$ cat src/rtl/quad_code_bank.sv
module quad_code_bank #(
  parameter int W = 8
) (
  input  logic         clk,
  input  logic         rst,
  input  logic         sel_ab_n,
  input  logic         sel_cd_n,
  input  logic         pick_first,
  input  logic         rd_wr,
  input  logic [W-1:0] bus_in,
  output logic [W-1:0] bus_out,
  output logic         bus_oe,
  output logic [W-1:0] code_a,
  output logic [W-1:0] code_b,
  output logic [W-1:0] code_c,
  output logic [W-1:0] code_d
);
  localparam int SW = W + 4;
  localparam logic [SW-1:0] IDLE = {2'b11, 2'b00, {W{1'b0}}};

  logic [SW-1:0] s1, s2;
  logic [W-1:0]  regs [4];
  logic [3:0]    wr;
  logic          ab_n, cd_n, pk, rd, rd_en;
  logic [W-1:0]  dat, rd_sel;

  always_ff @(posedge clk) begin
    if (rst) begin
      s1 <= IDLE;
      s2 <= IDLE;
    end else begin
      s1 <= {sel_ab_n, sel_cd_n, pick_first, rd_wr, bus_in};
      s2 <= s1;
    end
  end

  assign {ab_n, cd_n, pk, rd, dat} = s2;

  assign wr[0] = !rd && !ab_n &&  pk;
  assign wr[1] = !rd && !ab_n && !pk;
  assign wr[2] = !rd && !cd_n &&  pk;
  assign wr[3] = !rd && !cd_n && !pk;
  assign rd_en = rd && (ab_n != cd_n);
  assign rd_sel = !ab_n ? (pk ? regs[0] : regs[1]) : (pk ? regs[2] : regs[3]);

  always_ff @(posedge clk) begin
    for (int i = 0; i < 4; i++) begin
      if (rst)        regs[i] <= '0;
      else if (wr[i]) regs[i] <= dat;
    end
  end

  always_ff @(posedge clk) begin
    if (rst) begin
      bus_oe  <= 1'b0;
      bus_out <= '0;
    end else begin
      bus_oe  <= rd_en;
      bus_out <= rd_en ? rd_sel : '0;
    end
  end

  assign code_a = regs[0];
  assign code_b = regs[1];
  assign code_c = regs[2];
  assign code_d = regs[3];

  AST_OE_SINGLE_READ: assert property (@(posedge clk) disable iff (rst) bus_oe |-> ($past(rd_wr, 3) && ($past(sel_ab_n, 3) != $past(sel_cd_n, 3))));
  AST_DUAL_READ_QUIET: assert property (@(posedge clk) disable iff (rst) (!$past(sel_ab_n, 3) && !$past(sel_cd_n, 3) && $past(rd_wr, 3)) |-> (!bus_oe && $stable(code_a) && $stable(code_b) && $stable(code_c) && $stable(code_d)));
  AST_IDLE_HOLD: assert property (@(posedge clk) disable iff (rst) ($past(sel_ab_n, 3) && $past(sel_cd_n, 3)) |-> (!bus_oe && $stable(code_a) && $stable(code_b) && $stable(code_c) && $stable(code_d)));
  AST_WRITE_A_FOLLOWS: assert property (@(posedge clk) disable iff (rst) (!$past(sel_ab_n, 3) && $past(sel_cd_n, 3) && $past(pick_first, 3) && !$past(rd_wr, 3)) |-> (code_a == $past(bus_in, 3)));
  AST_PAIR_EQUAL: assert property (@(posedge clk) disable iff (rst) (!$past(sel_ab_n, 3) && !$past(sel_cd_n, 3) && !$past(rd_wr, 3)) |-> ($past(pick_first, 3) ? (code_a == code_c) : (code_b == code_d)));
  AST_OUT_QUIET: assert property (@(posedge clk) disable iff (rst) !bus_oe |-> (bus_out == '0));
endmodule

$ cat config.mk
export PLATFORM = sky130hd
export DESIGN_NAME = quad_code_bank
export DESIGN_NICKNAME = d
export VERILOG_FILES = /design/src/rtl/quad_code_bank.sv
export SDC_FILE = /design/constraint.sdc
export NUM_CORES = 1
export LEC_CHECK = 0
export ABC_CLOCK_PERIOD_IN_PS = 2200
export BUFFER_PORTS_ARGS = -buffer_cell sky130_fd_sc_hd__buf_2
export CORE_ASPECT_RATIO = 1.1
export CORE_UTILIZATION = 52
export DETAILED_ROUTE_END_ITERATION = 8
export MAX_ROUTING_LAYER = met4
export PLACE_DENSITY = 0.8
export REMOVE_ABC_BUFFERS = 1
export SETUP_SLACK_MARGIN = 0.4
export SKIP_LAST_GASP = 1
export SLEW_MARGIN = 40
export SYNTH_ARGS = -nofsm -noshare
export SYNTH_HDL_FRONTEND = slang
export SYNTH_SLANG_ARGS = --single-unit
$ cat constraint.sdc
create_clock -name clk -period 2.2 [get_ports clk]
set_input_delay 0.11 -clock clk [delete_from_list [all_inputs] [get_ports clk]]
set_output_delay 0.11 -clock clk [all_outputs]
set_load 0.05 [all_outputs]
**Word level (Yosys, flattened, before mapping)**

Memory sizes are Yosys's and may differ from the RTL's.
Index checks and enable logic that the tools add are counted.

- Eq/ne operators: 1
- Multiplexer cells: 21
- Bitwise logic cells: 5
- Reduce and logical (&&, ||, !) cells: 12

Operators by type and width:

| cell | number |
|---|---|
| $mux W8 | 7 |
| $mux W1 | 14 |
| $logic_and A1 B1 Y1 | 7 |
| $logic_not A1 Y1 | 4 |
| $or A1 B1 Y1 | 4 |
| $reduce_or A2 Y1 | 1 |
| $ne A1 B1 Y1 | 1 |
| $not A1 Y1 | 1 |

- Flip-flop bits (word level): 33
- Memory bits (writable): 32
- Bits of input ports: 14
- Output and inout port bits: 41
- Word-level logic and storage cells: 44
- Memories kept: 1

Memory list:

| memory | words | width | rd ports | clocked after memory_dff | write ports | line | text |
|---|---|---|---|---|---|---|---|
| regs | 4 | 8 | 4 | 0 | 4 | 22 | `logic [W-1:0] regs [4];` |

**Longest topological paths before layout**

Gate-level depths: netlist of run 1.

- Depth in word-level cells: 7
- Gate-level depth with buffers: 4
- Depth with buffers taken out: 2

**Least setup slack after synthesis of run 1**

No wires, ideal clock.

- Path type: register to register
- From: register s2[9]
- To: memory regs[1][0] (enable)
- Library setup time: 375 ps
- Arrival: 1288 ps
- Data required time: 1825 ps
- Setup slack: 537 ps
- Stages on the path, launching flop included: 5
- Path buffers: 2
- Clock period less this slack: 1663 ps
- Cells stage by stage: dfxtp_1 > buf_6 > buf_12 > or2_2 > o21bai_1

RTL lines:

| element | line | text |
|---|---|---|
| from (decl) | 21 | `logic [SW-1:0] s1, s2;` |
| from (signal assigned) | 30 | `s2 <= IDLE;` |
| from (signal assigned) | 33 | `s2 <= s1;` |
| to (decl) | 22 |  |

**Worst setup path after layout of run 1**

- From: register s2[11]
- To: register bus_out[2]

- Cells in the longest elaborated chain, start to end: 4
- Elaborated cells on any way between the ends: 5
- Those cells by class: eq/ne: 1; mux: 1; bitwise: 1; reduce/logical: 2

RTL lines:

| element | line | text |
|---|---|---|
| $ne A1 B1 Y1 | 43 | `assign rd_en = rd && (ab_n != cd_n);` |
| $logic_and A1 B1 Y1 | 43 |  |
| $not A1 Y1 (no line) | - |  |
| $reduce_or A2 Y1 (no line) | - |  |
| to (signal assigned) | 59 | `bus_out <= rd_en ? rd_sel : '0;` |
| to (decl) | 11 | `output logic [W-1:0] bus_out,` |

Several ways; a longest one is shown, not always the timed one.
A chain may end at the register's enable or synchronous reset.

==> results.json, run 1 <==
{
  "status": "complete, no violations",
  "ioPinCount": 55,
  "avgSynthCellArea_um2": 15.4,
  "worstHoldPathCells": 2,
  "slew_viol_final": 0,
  "timing.rr.end": "bus_out[2]$_SDFF_PP0_",
  "clockPowerShare_pct": 36.4,
  "synthesis.area_um2": 2400,
  "p_leak_nw": 1.33,
  "finalCriticalPeriod_ns": 1.61,
  "numCtsBuffers": 9,
  "grt_max_degree": 34,
  "vdd_drop_max_v": 0.000536,
  "busiest_layer": "met2",
  "use_met1_pct": 17.6,
  "grt_pass1_wl_um": 5960,
  "hp-class": "primary input to flip-flop",
  "hold_viol": 0,
  "final.fill_count": 300,
  "crit_slowest_cell": "dfxtp_1",
  "hold_end": "s1[4]$_SDFF_PP0_",
  "startpoint_type": "flip-flop",
  "fmax_mhz": 621,
  "rows": 25,
  "clock_latency_ns": 0.33,
  "netlist_instances": 156,
  "post-route-period-util_pct": 73.2,
  "synth-seq-cells": 65,
  "dp.cells": 263,
  "ant_nets": 0,
  "cts.sinks": 65,
  "worst_pin_slew_ns": 0.680,
  "grt_pass1_vias": 1310,
  "critical_path_required_ns": 2.47,
  "cts_root_buf": "clkbuf_8",
  "finClkSkew_ns": 0.00707,
  "rr_worst_depth": 2,
  "power_mw": 2.46,
  "fp.dieH_um": 73.3,
  "start_util_pct": 54.9,
  "die_w_um": 66.8,
  "combPwrFrac_pct": 8.9,
  "grt.total_usage_pct": 18.6,
  "maxCapViolCount": 0,
  "drive_gt1_share_pct": 37.1,
  "drt-initial-drc-count": 57,
  "wirelength_um": 3940,
  "path_class": "flip-flop to flip-flop",
  "rsz0062_at_grt": "false",
  "drt_first_pass_iters": 4,
  "path_clk_slew_ns": 0.07,
  "endpoint_kind": "flip-flop",
  "p_switching_mw": 0.572,
  "viasPerCell": 4.80,
  "setup_tns_ns": 0,
  "path_cells": "xor2_1 -> and3_1",
  "hpwl_um": 2630,
  "grt-ovfl-total": 0,
  "p_seq_share_pct": 54.7,
  "r2r-start": "s2[11]$_SDFF_PP1_",
  "p_int_mw": 1.89,
  "gp_congestion": 0.754,
  "cp.arrival_ns": 1.88,
  "clockBufferDepth": 2,
  "num_vias": 1397,
  "yosysWarnings": 0,
  "yosysTopAreaCellShare_pct": 40.0,
  "htree_levels": 3,
  "cts_tree": "built",
  "finalSetupViolations": 0,
  "nets": 246,
  "yosysUniqueCellTypes": 17,
  "reg2reg_slack_ns": 0.59,
  "diodes": 0,
  "grt_antenna_before_repair": 0,
  "port_buffers": 54,
  "areaGrowthSynthToFinish_pct": 26.3,
  "min_from": "rst",
  "yosysTopAreaCell": "edfxtp_1",
  "drt-wirelength-per-cell_um": 13.5,
  "core_um2": 4380,
  "critical_path.max_fanout": 13,
  "die_area_um2": 4900,
  "max_stage_delay_ns": 0.75,
  "drc_errors": 0,
  "synth_area_leaders": "edfxtp_1 (40%), dfxtp_1 (27%), and2_1 (8.6%)",
  "powerDensity_nw_per_um2": 811,
  "max_slew_margin_pct": 54.6,
  "use_met2_pct": 30.5,
  "grt_use_met3_pct": 9.01,
  "yosysSeqAreaShare_pct": 67.5,
  "p_sw_share_pct": 23.2,
  "fin_cells": 291
}
## state kept, by name, summed over array words and instances (netlist names)
| name | flops |
|---|---|
| bus_oe | 1 |
| s1 | 12 |
| bus_out | 8 |
| s2 | 12 |
| regs | 32 |
## worst max-delay path: cells and delay by family (launching register included)
kind / cells / cell delay, ns
and+or+nand+nor: 1 / 0.24
xor gates and xnor gates: 1 / 0.55
DFF: 1 / 0.75
## repair_timing
item | in CTS | in global routing
resized for setup | 1 | 0
setup buffers | 0 | 0
hold buffers | 12 | 0
setup endpoints to repair | 5 | 0
endpoints found under the hold margin | 12 | 0
## worst max-delay path by stage
stage | start | end | slack, ns | cells after the start
after CTS | s2[11]$_SDFF_PP1_ | bus_out[2]$_SDFF_PP0_ | 0.52 | 2
final | s2[11]$_SDFF_PP1_ | bus_out[2]$_SDFF_PP0_ | 0.59 | 2
after detailed placement | s2[9]$_SDFF_PP0_ | bus_out[4]$_SDFF_PP0_ | 0.38 | 2
after global routing | s2[9]$_SDFF_PP0_ | regs[0][6]$_SDFFCE_PN0P_ | 0.49 | 2
after global placement | s2[9]$_SDFF_PP0_ | bus_out[7]$_SDFF_PP0_ | 0.44 | 2
after floorplan | s2[9]$_SDFF_PP0_ | regs[1][0]$_SDFFCE_PN0P_ | 0.53 | 2
## area by class of cell
| cell class | count | area (µm²) | share of cell area, % |
|---|---|---|---|
| multi-input combinational | 85 | 732 | 24.1 |
| timing repair buffer | 71 | 428 | 14.1 |
| clock inverter | 3 | 15.0 | 0.495 |
| sequential | 65 | 1620 | 53.5 |
| tap | 54 | 67.6 | 2.23 |
| clock buffer | 13 | 169 | 5.57 |
## power by group through the flow
stage | clock network (mW) | registers (mW) | logic, mW
after detailed placement | 0 | 1.37 | 0.204
final | 0.896 | 1.34 | 0.219
after CTS | 0.917 | 1.35 | 0.220
after floorplan | 0 | 1.45 | 0.0537
after global placement | 0 | 1.37 | 0.201
after global routing | 0.961 | 1.35 | 0.230
## metal layers
metal	routed length, µm	up-vias
met4	78	0
li1	-	702
met5	0	-
met2	2060	53
met3	234	8
met1	1570	634
## cells in the final DEF, fill, tap and decap left out
master	instances
clkinv_2	3
dfxtp_1	32
and3_1	8
or2_2	5
xor2_1	1
nand2b_1	1
nor4b_2	2
dfxtp_2	1
mux4_2	4
clkbuf_1	1
dlygate4sd3_1	12
buf_4	5
o21bai_1	4
nor4_4	2
and2_1	33
nor2b_1	21
buf_2	54
edfxtp_1	32
mux4_1	4
clkbuf_8	12
## kinds of logic (layout without fill, tap and decap cells)
| logic type | after synthesis | count (layout) | synth area share (%) |
|---|---|---|---|
| buffers and inverters | 6 | 87 | 2.03 |
| muxes | 8 | 8 | 8.13 |
| DFF | 65 | 65 | 67.5 |
| and+or+nand+nor | 72 | 72 | 20.7 |
| AOI/OAI and AO/OA | 4 | 4 | 1.25 |
| xor gates and xnor gates | 1 | 1 | 0.365 |
## cells in the mapped netlist
master	n
and2_1	33
dfxtp_1	33
edfxtp_1	32
nor2b_1	21
and3_1	8
or2_2	5
mux4_1	4
mux4_2	4
o21bai_1	4
buf_2	2
clkbuf_1	2
nor4_4	2
nor4b_2	2
buf_12	1
buf_6	1
nand2b_1	1
xor2_1	1
## through the flow
stage	util [%]	hold slack (ns)	instance area [µm²]	setup slack (ns)
6_report	69.3	0.246	3030	0.589
2_1_floorplan	-	0.182	2350	0.527
3_3_place_gp	62.3	0.294	2730	0.439
5_1_grt	69.3	0.277	3030	0.490
4_1_cts	69.3	0.246	3030	0.521
3_5_place_dp	62.3	0.294	2730	0.379
Power figures use the tool's default switching activity.
==> run 2, diff against run 1 <==
--- a/config.mk
+++ b/config.mk
@@ -5,7 +5,7 @@
 export SDC_FILE = /design/constraint.sdc
 export NUM_CORES = 1
 export LEC_CHECK = 0
-export ABC_CLOCK_PERIOD_IN_PS = 2200
+export ABC_CLOCK_PERIOD_IN_PS = 1600
 export BUFFER_PORTS_ARGS = -buffer_cell sky130_fd_sc_hd__buf_2
 export CORE_ASPECT_RATIO = 1.1
 export CORE_UTILIZATION = 52
==> constraint.sdc (replaced) <==
create_clock -name clk -period 1.6 [get_ports clk]
set_input_delay 0.08 -clock clk [delete_from_list [all_inputs] [get_ports clk]]
set_output_delay 0.08 -clock clk [all_outputs]
set_load 0.05 [all_outputs]
==> run 2 against run 1 <==
Hold slack improved by 0.089 ns. Clock power up 24%. Largest power group unchanged. Clock skew is 0.0027 ns higher. Utilization up 6.9 points. Clock-buffer cell count is 1 lower. Critical path depth increased by 2. First-iteration DRC count rose by 8.8%. Highest routed layer unchanged. Final cell count up 5.8%. Power is 36% higher. Die area is the same. Global-route usage rose by 2.3 points.
==> results.json, run 2 (synthesis gave the netlist of run 1 again) <==
{
  "drt-initial-drc-count": 62,
  "die_area_um2": 4900,
  "clockPowerShare_pct": 33.4,
  "finClkSkew_ns": 0.00980,
  "fmax_mhz": 741,
  "grt_pass1_vias": 1416,
  "clock_latency_ns": 0.34,
  "p_switching_mw": 0.828,
  "dp.cells": 268,
  "fp.dieH_um": 73.3,
  "crit_slowest_cell": "mux4_2",
  "max_stage_delay_ns": 0.50,
  "worst_pin_slew_ns": 0.312,
  "grt_max_degree": 25,
  "largest-register": "regs",
  "layout_common_cells": "buf_2 (54), edfxtp_1 (32), dfxtp_1 (29)",
  "startpoint_type": "flip-flop",
  "seq_area_um2": 1630,
  "reg2reg_slack_ns": 0.25,
  "critical_path_required_ns": 1.84,
  "wirelength_um": 4990,
  "largest_reg_flops": 32,
  "ioPinCount": 55,
  "grt.total_usage_pct": 20.9,
  "rows": 25,
  "viasPerCell": 4.99,
  "rr_worst_depth": 4,
  "cts_root_buf": "clkbuf_8",
  "gp_congestion": 0.745,
  "critical_path.max_fanout": 5,
  "ant_nets": 0,
  "areaGrowthSynthToFinish_pct": 38.9,
  "numCtsBuffers": 9,
  "max_slew_margin_pct": 79.2,
  "hold_viol": 0,
  "path_clk_slew_ns": 0.07,
  "post-route-period-util_pct": 84.4,
  "grt_antenna_before_repair": 0,
  "p_seq_share_pct": 55.5,
  "critPathCapture": "bus_out[0]$_SDFF_PP0_",
  "rsz0062_at_grt": "true",
  "diodes": 0,
  "timing.rr.end": "bus_out[0]$_SDFF_PP0_",
  "htree_levels": 3,
  "fin_util_pct": 76.2,
  "final.fill_count": 268,
  "drt_first_pass_iters": 4,
  "status": "complete, no violations",
  "p_sw_share_pct": 24.8,
  "core_um2": 4380,
  "path_class": "flip-flop to flip-flop",
  "multi_input_area_um2": 858,
  "cts_tree": "built",
  "combPwrFrac_pct": 11.1,
  "slew_viol_final": 0,
  "port_buffers": 54,
  "place_ws_ns": 0.166,
  "drt-wirelength-per-cell_um": 16.2,
  "p_leak_nw": 1.43,
  "fin_cells": 308,
  "reg.largest.list": "regs (32), s1 (12), s2 (12)",
  "power_mw": 3.34,
  "powerDensity_nw_per_um2": 1000,
  "nets": 263,
  "finalCriticalPeriod_ns": 1.35,
  "vdd_drop_max_v": 0.000662,
  "cp.arrival_ns": 1.59,
  "cts.sinks": 65,
  "grt-ovfl-total": 0,
  "drc_errors": 0,
  "setup_ws_ns": 0.250,
  "num_vias": 1538,
  "finalSetupViolations": 0,
  "path_cells": "buf_12 -> buf_8 -> mux4_2 -> and3_1",
  "p_int_mw": 2.51,
  "drive_gt1_share_pct": 54.7,
  "setup_tns_ns": 0,
  "grt_pass1_wl_um": 6750,
  "endpoint_kind": "flip-flop",
  "crit_start": "s2[9]$_SDFF_PP0_",
  "start_util_pct": 54.9,
  "r2r-start": "s2[9]$_SDFF_PP0_",
  "clockBufferDepth": 2,
  "hp-class": "primary input to flip-flop",
  "maxCapViolCount": 0,
  "final_common_cell": "buf_2",
  "die_w_um": 66.8
}
run 2: cell count changes in the layout (fill, tap and decap cells not counted), sizes merged:
cell | previous run | this run
clkinv | 3 | 4
clkbuf | 13 | 12
buf | 59 | 76
run 2: final cells by class:
cell class / instances / area share, %
clock buffer: 12 / 4.05
clock inverter: 4 / 0.600
multi-input combinational: 85 / 25.7
sequential: 65 / 48.8
tap: 54 / 2.03
timing repair buffer: 88 / 18.8
run 2: stage by stage:
stage	cell area (µm²)	hold slack, ns
after global routing	3340	0.337
after detailed placement	2780	0.267
final	3340	0.335
after floorplan	2350	0.152
after CTS	3240	0.315
after global placement	2780	0.263
run 2: worst min-delay path by stage:
stage / from / slack [ns] / endpoint / cells after the start
global placement: sel_cd_n / 0.26 / s1[10]$_SDFF_PP1_ / 2
global route: rst / 0.34 / s2[7]$_SDFF_PP0_ / 3
floorplan: rst / 0.15 / s1[0]$_SDFF_PP0_ / 1
CTS: rst / 0.31 / s1[7]$_SDFF_PP0_ / 3
finish: rst / 0.33 / s2[6]$_SDFF_PP0_ / 3
detailed placement: sel_cd_n / 0.27 / s1[10]$_SDFF_PP1_ / 2
run 2: repair_timing:
action	CTS	global route
hold buffers	12	0
endpoints found under the hold margin	12	0
setup endpoints to repair	73	71
gates resized for setup	24	33
setup buffers	12	0
pin swaps	17	10
run 2: critical path: cells and delay by family, from the launching register on:
kind | cells | cell delay [ns]
mux | 1 | 0.50
flops | 1 | 0.36
buf+inv | 2 | 0.24
simple gates | 1 | 0.15
run 2: per-layer routing:
metal  GRT usage [%]  vias up  share of wire [%]
li1                -      733                  -
met4            8.51        0                2.1
met3            8.70       14                5.7
met2            35.4       61                 55
met5               -        -                  0
met1            21.2      730                 37
run 2: power groups by stage:
| stage | sequential [mW] | clock, mW | combinational (mW) |
|---|---|---|---|
| global placement | 1.87 | 0 | 0.299 |
| CTS | 1.84 | 1.14 | 0.354 |
| detailed placement | 1.88 | 0 | 0.303 |
| global route | 1.86 | 1.22 | 0.390 |
| finish | 1.85 | 1.11 | 0.372 |
| floorplan | 2.00 | 0 | 0.0738 |
==> run 3, diff against run 2 <==
--- a/config.mk
+++ b/config.mk
@@ -5,13 +5,14 @@
 export SDC_FILE = /design/constraint.sdc
 export NUM_CORES = 1
 export LEC_CHECK = 0
-export ABC_CLOCK_PERIOD_IN_PS = 1600
+export ABC_AREA = 1
+export ABC_CLOCK_PERIOD_IN_PS = 1100
 export BUFFER_PORTS_ARGS = -buffer_cell sky130_fd_sc_hd__buf_2
 export CORE_ASPECT_RATIO = 1.1
-export CORE_UTILIZATION = 52
+export CORE_UTILIZATION = 48
 export DETAILED_ROUTE_END_ITERATION = 8
 export MAX_ROUTING_LAYER = met4
-export PLACE_DENSITY = 0.8
+export PLACE_DENSITY = 0.78
 export REMOVE_ABC_BUFFERS = 1
 export SETUP_SLACK_MARGIN = 0.4
 export SKIP_LAST_GASP = 1
==> constraint.sdc (replaced) <==
create_clock -name clk -period 1.1 [get_ports clk]
set_input_delay 0.055 -clock clk [delete_from_list [all_inputs] [get_ports clk]]
set_output_delay 0.055 -clock clk [all_outputs]
set_load 0.05 [all_outputs]
==> run 3 against run 2 <==
Via count up 42%. Fmax up 16%. Wire length grew 38%. Synthesized cell count increased by 68%. Register-to-register slack got worse by 0.31 ns. Power rose by 61%. Global-route usage rose by 1.4 points. Critical endpoint is now regs[3][3]$_SDFFCE_PN0P_. The run now ends with design-rule violations, negative hold slack, negative setup slack left. Area after synthesis rose by 4.8%. Sequential share of layout area fell by 7.7 points. Highest routed layer unchanged. First-iteration DRC count rose by 130%. Cell area grew 20%. Worst setup slack got worse by 0.31 ns.
==> results.json, run 3 <==
{
  "status": "complete, but fails checks",
  "violations": "design-rule violations, negative hold slack, negative setup slack",
  "max_stage_delay_ns": 0.37,
  "finClkSkew_ns": 0.0104,
  "port_buffers": 54,
  "start_util_pct": 50.0,
  "place_ws_ns": -0.0849,
  "setup_ws_ns": -0.0641,
  "synthesis.area_um2": 2520,
  "gp_congestion": 0.862,
  "numCtsBuffers": 9,
  "route.met3.wl_um": 385,
  "grt.total_usage_pct": 22.4,
  "path_clk_slew_ns": 0.06,
  "grt_antenna_before_repair": 0,
  "clockBufferDepth": 2,
  "yosysUniqueCellTypes": 14,
  "finalSetupViolations": 29,
  "post-route-period-util_pct": 106,
  "core_um2": 5030,
  "hpwl_um": 3560,
  "timing.rr.end": "regs[3][3]$_SDFFCE_PN0P_",
  "worst_pin_slew_ns": 0.248,
  "drt-wirelength-per-cell_um": 16.1,
  "final_common_cell": "inv_1",
  "drt_first_pass_iters": 7,
  "route.layer.met1.wl_um": 2530,
  "crit_slowest_cell": "dfxtp_4",
  "critical_path.max_fanout": 8,
  "layout_common_cells": "inv_1 (60), buf_6 (40), nor2_1 (34)",
  "yosysTopAreaCell": "edfxtp_1",
  "synth.top_cells.by_count": "inv_1 (63), nor2_1 (52), nand2_1 (34)",
  "drt-initial-drc-count": 145,
  "largest-register": "regs",
  "grt_pass1_vias": 1913,
  "yosysWarnings": 0,
  "vdd_drop_max_v": 0.00106,
  "htree_levels": 3,
  "grt_pass1_wl_um": 8830,
  "maxCapViolCount": 0,
  "fin_util_pct": 79.6,
  "fmax_mhz": 859,
  "final.fill_count": 265,
  "final.hold.worst_slack_ns": -0.0936,
  "num_vias": 2182,
  "synthFlopType": "dfxtp_1",
  "synth-seq-cells": 65,
  "largest_reg_flops": 32,
  "endpoint_kind": "flip-flop",
  "yosysSeqAreaShare_pct": 64.4,
  "path_cells": "o31ai_1 -> buf_4",
  "reg2reg_slack_ns": -0.06,
  "rsz0062_at_grt": "true",
  "grt-ovfl-total": 0,
  "critical_path_required_ns": 1.14,
  "power_mw": 5.38,
  "slew_viol_final": 0,
  "cts_root_buf": "clkbuf_8",
  "hp-class": "primary input to flip-flop",
  "synth_edf_count": 32,
  "fp.dieH_um": 78.0,
  "cts.sinks": 65,
  "setup_tns_ns": -0.867,
  "hold_end": "s1[11]$_SDFF_PP1_",
  "async_reset_ff_share_pct": 0,
  "max_slew_margin_pct": 83.4,
  "ioPinCount": 55,
  "wirelength_um": 6910,
  "reg.largest.list": "regs (32), s1 (12), s2 (12)",
  "netlist_instances": 262,
  "cp_num_buf_inv": 1,
  "yosysTopAreaCellShare_pct": 38.2,
  "drive_gt1_share_pct": 48.7,
  "powerDensity_nw_per_um2": 1340,
  "die_w_um": 71.1,
  "cts_hold_buf": 10,
  "hold_viol": 2,
  "ant_nets": 0,
  "synthMostInstantiatedCell": "inv_1",
  "diodes": 0,
  "r2r-start": "s2[9]$_SDFF_PP0_",
  "wl_met2_um": 3720,
  "p_leak_nw": 1.77,
  "path_class": "flip-flop to flip-flop",
  "clock_latency_ns": 0.34,
  "rr_worst_depth": 2,
  "grt_max_degree": 19,
  "avgSynthCellArea_um2": 9.61,
  "synth_area_leaders": "edfxtp_1 (38%), dfxtp_1 (26%), inv_1 (9.4%)",
  "cts_tree": "built",
  "die_area_um2": 5540,
  "cp.arrival_ns": 1.20,
  "areaGrowthSynthToFinish_pct": 59.2,
  "top_layer": "met4",
  "cp_top_family": "flip-flops",
  "viasPerCell": 5.07,
  "worstHoldPathCells": 2,
  "startpoint_type": "flip-flop",
  "min_from": "sel_ab_n",
  "finalCriticalPeriod_ns": 1.16,
  "drc_errors": 4,
  "nets": 381,
  "rows": 27
}
-- run 3: cell types whose count changed after synthesis, sizes merged, moves of 3 or more --
| cell | before | now |
|---|---|---|
| nand2 | 0 | 34 |
| inv | 0 | 66 |
| nand4 | 0 | 5 |
| o21bai | 4 | 0 |
| buf | 4 | 7 |
| and2 | 33 | 0 |
| nor2b | 21 | 0 |
| nand3 | 0 | 16 |
| mux4 | 8 | 0 |
| a21oi | 0 | 8 |
| nor2 | 0 | 52 |
| and3 | 8 | 0 |
| o31ai | 0 | 4 |
-- run 3: worst max path at each step --
stage / start / end / slack [ns] / depth (start not counted)
floorplan: s2[9]$_SDFF_PP0_ / regs[0][0]$_SDFFCE_PN0P_ / -1.20 / 2
global placement: s2[9]$_SDFF_PP0_ / regs[0][5]$_SDFFCE_PN0P_ / -0.05 / 3
detailed placement: s2[9]$_SDFF_PP0_ / regs[2][1]$_SDFFCE_PN0P_ / -0.08 / 3
CTS: s2[9]$_SDFF_PP0_ / regs[1][1]$_SDFFCE_PN0P_ / -0.01 / 2
global route: s2[9]$_SDFF_PP0_ / regs[3][3]$_SDFFCE_PN0P_ / -0.13 / 2
finish: s2[9]$_SDFF_PP0_ / regs[3][3]$_SDFFCE_PN0P_ / -0.06 / 2
-- run 3: logic make-up after synthesis --
| kind of cell | after synthesis | synth area share [%] |
|---|---|---|
| compound gates | 12 | 2.78 |
| simple gates | 111 | 21.2 |
| buf+inv | 74 | 11.6 |
| flops | 65 | 64.4 |
-- run 3: per-stage QoR --
stage	cells	instance area [µm²]
floorplan	254	2480
global placement	380	2920
detailed placement	380	2920
CTS	414	3580
global route	430	4010
finish	430	4010
-- run 3: what timing repair did --
action | in CTS | in global routing
gates resized for setup | 108 | 74
hold endpoints to repair | 12 | 2
endpoints found under the setup margin | 114 | 114
gates cloned | 0 | 1
pin swaps | 3 | 19
buffers inserted | 8 | 15
-- run 3: final cells by class --
class / instances / area (µm²) / area share [%]
Inverter: 66 / 263 / 6.55
Tap cell: 58 / 72.6 / 1.81
Multi-Input combinational cell: 124 / 828 / 20.7
Clock buffer: 13 / 149 / 3.71
Timing Repair Buffer: 101 / 1010 / 25.2
Sequential cell: 65 / 1650 / 41.1
Clock inverter: 3 / 40.0 / 0.999
-- run 3: metal layers --
layer / up-vias / track usage (%)
met1: 1045 / 23.6
met5: - / -
met3: 25 / 6.36
met2: 102 / 37.5
li1: 1010 / -
met4: 0 / 12.6
-- run 3: power breakdown --
part,leakage (nW),switching [mW],total [mW],internal (mW)
clock,0.0974,0.880,1.98,1.11
combinational,1.05,0.430,0.715,0.285
sequential,0.619,0.0602,2.68,2.62
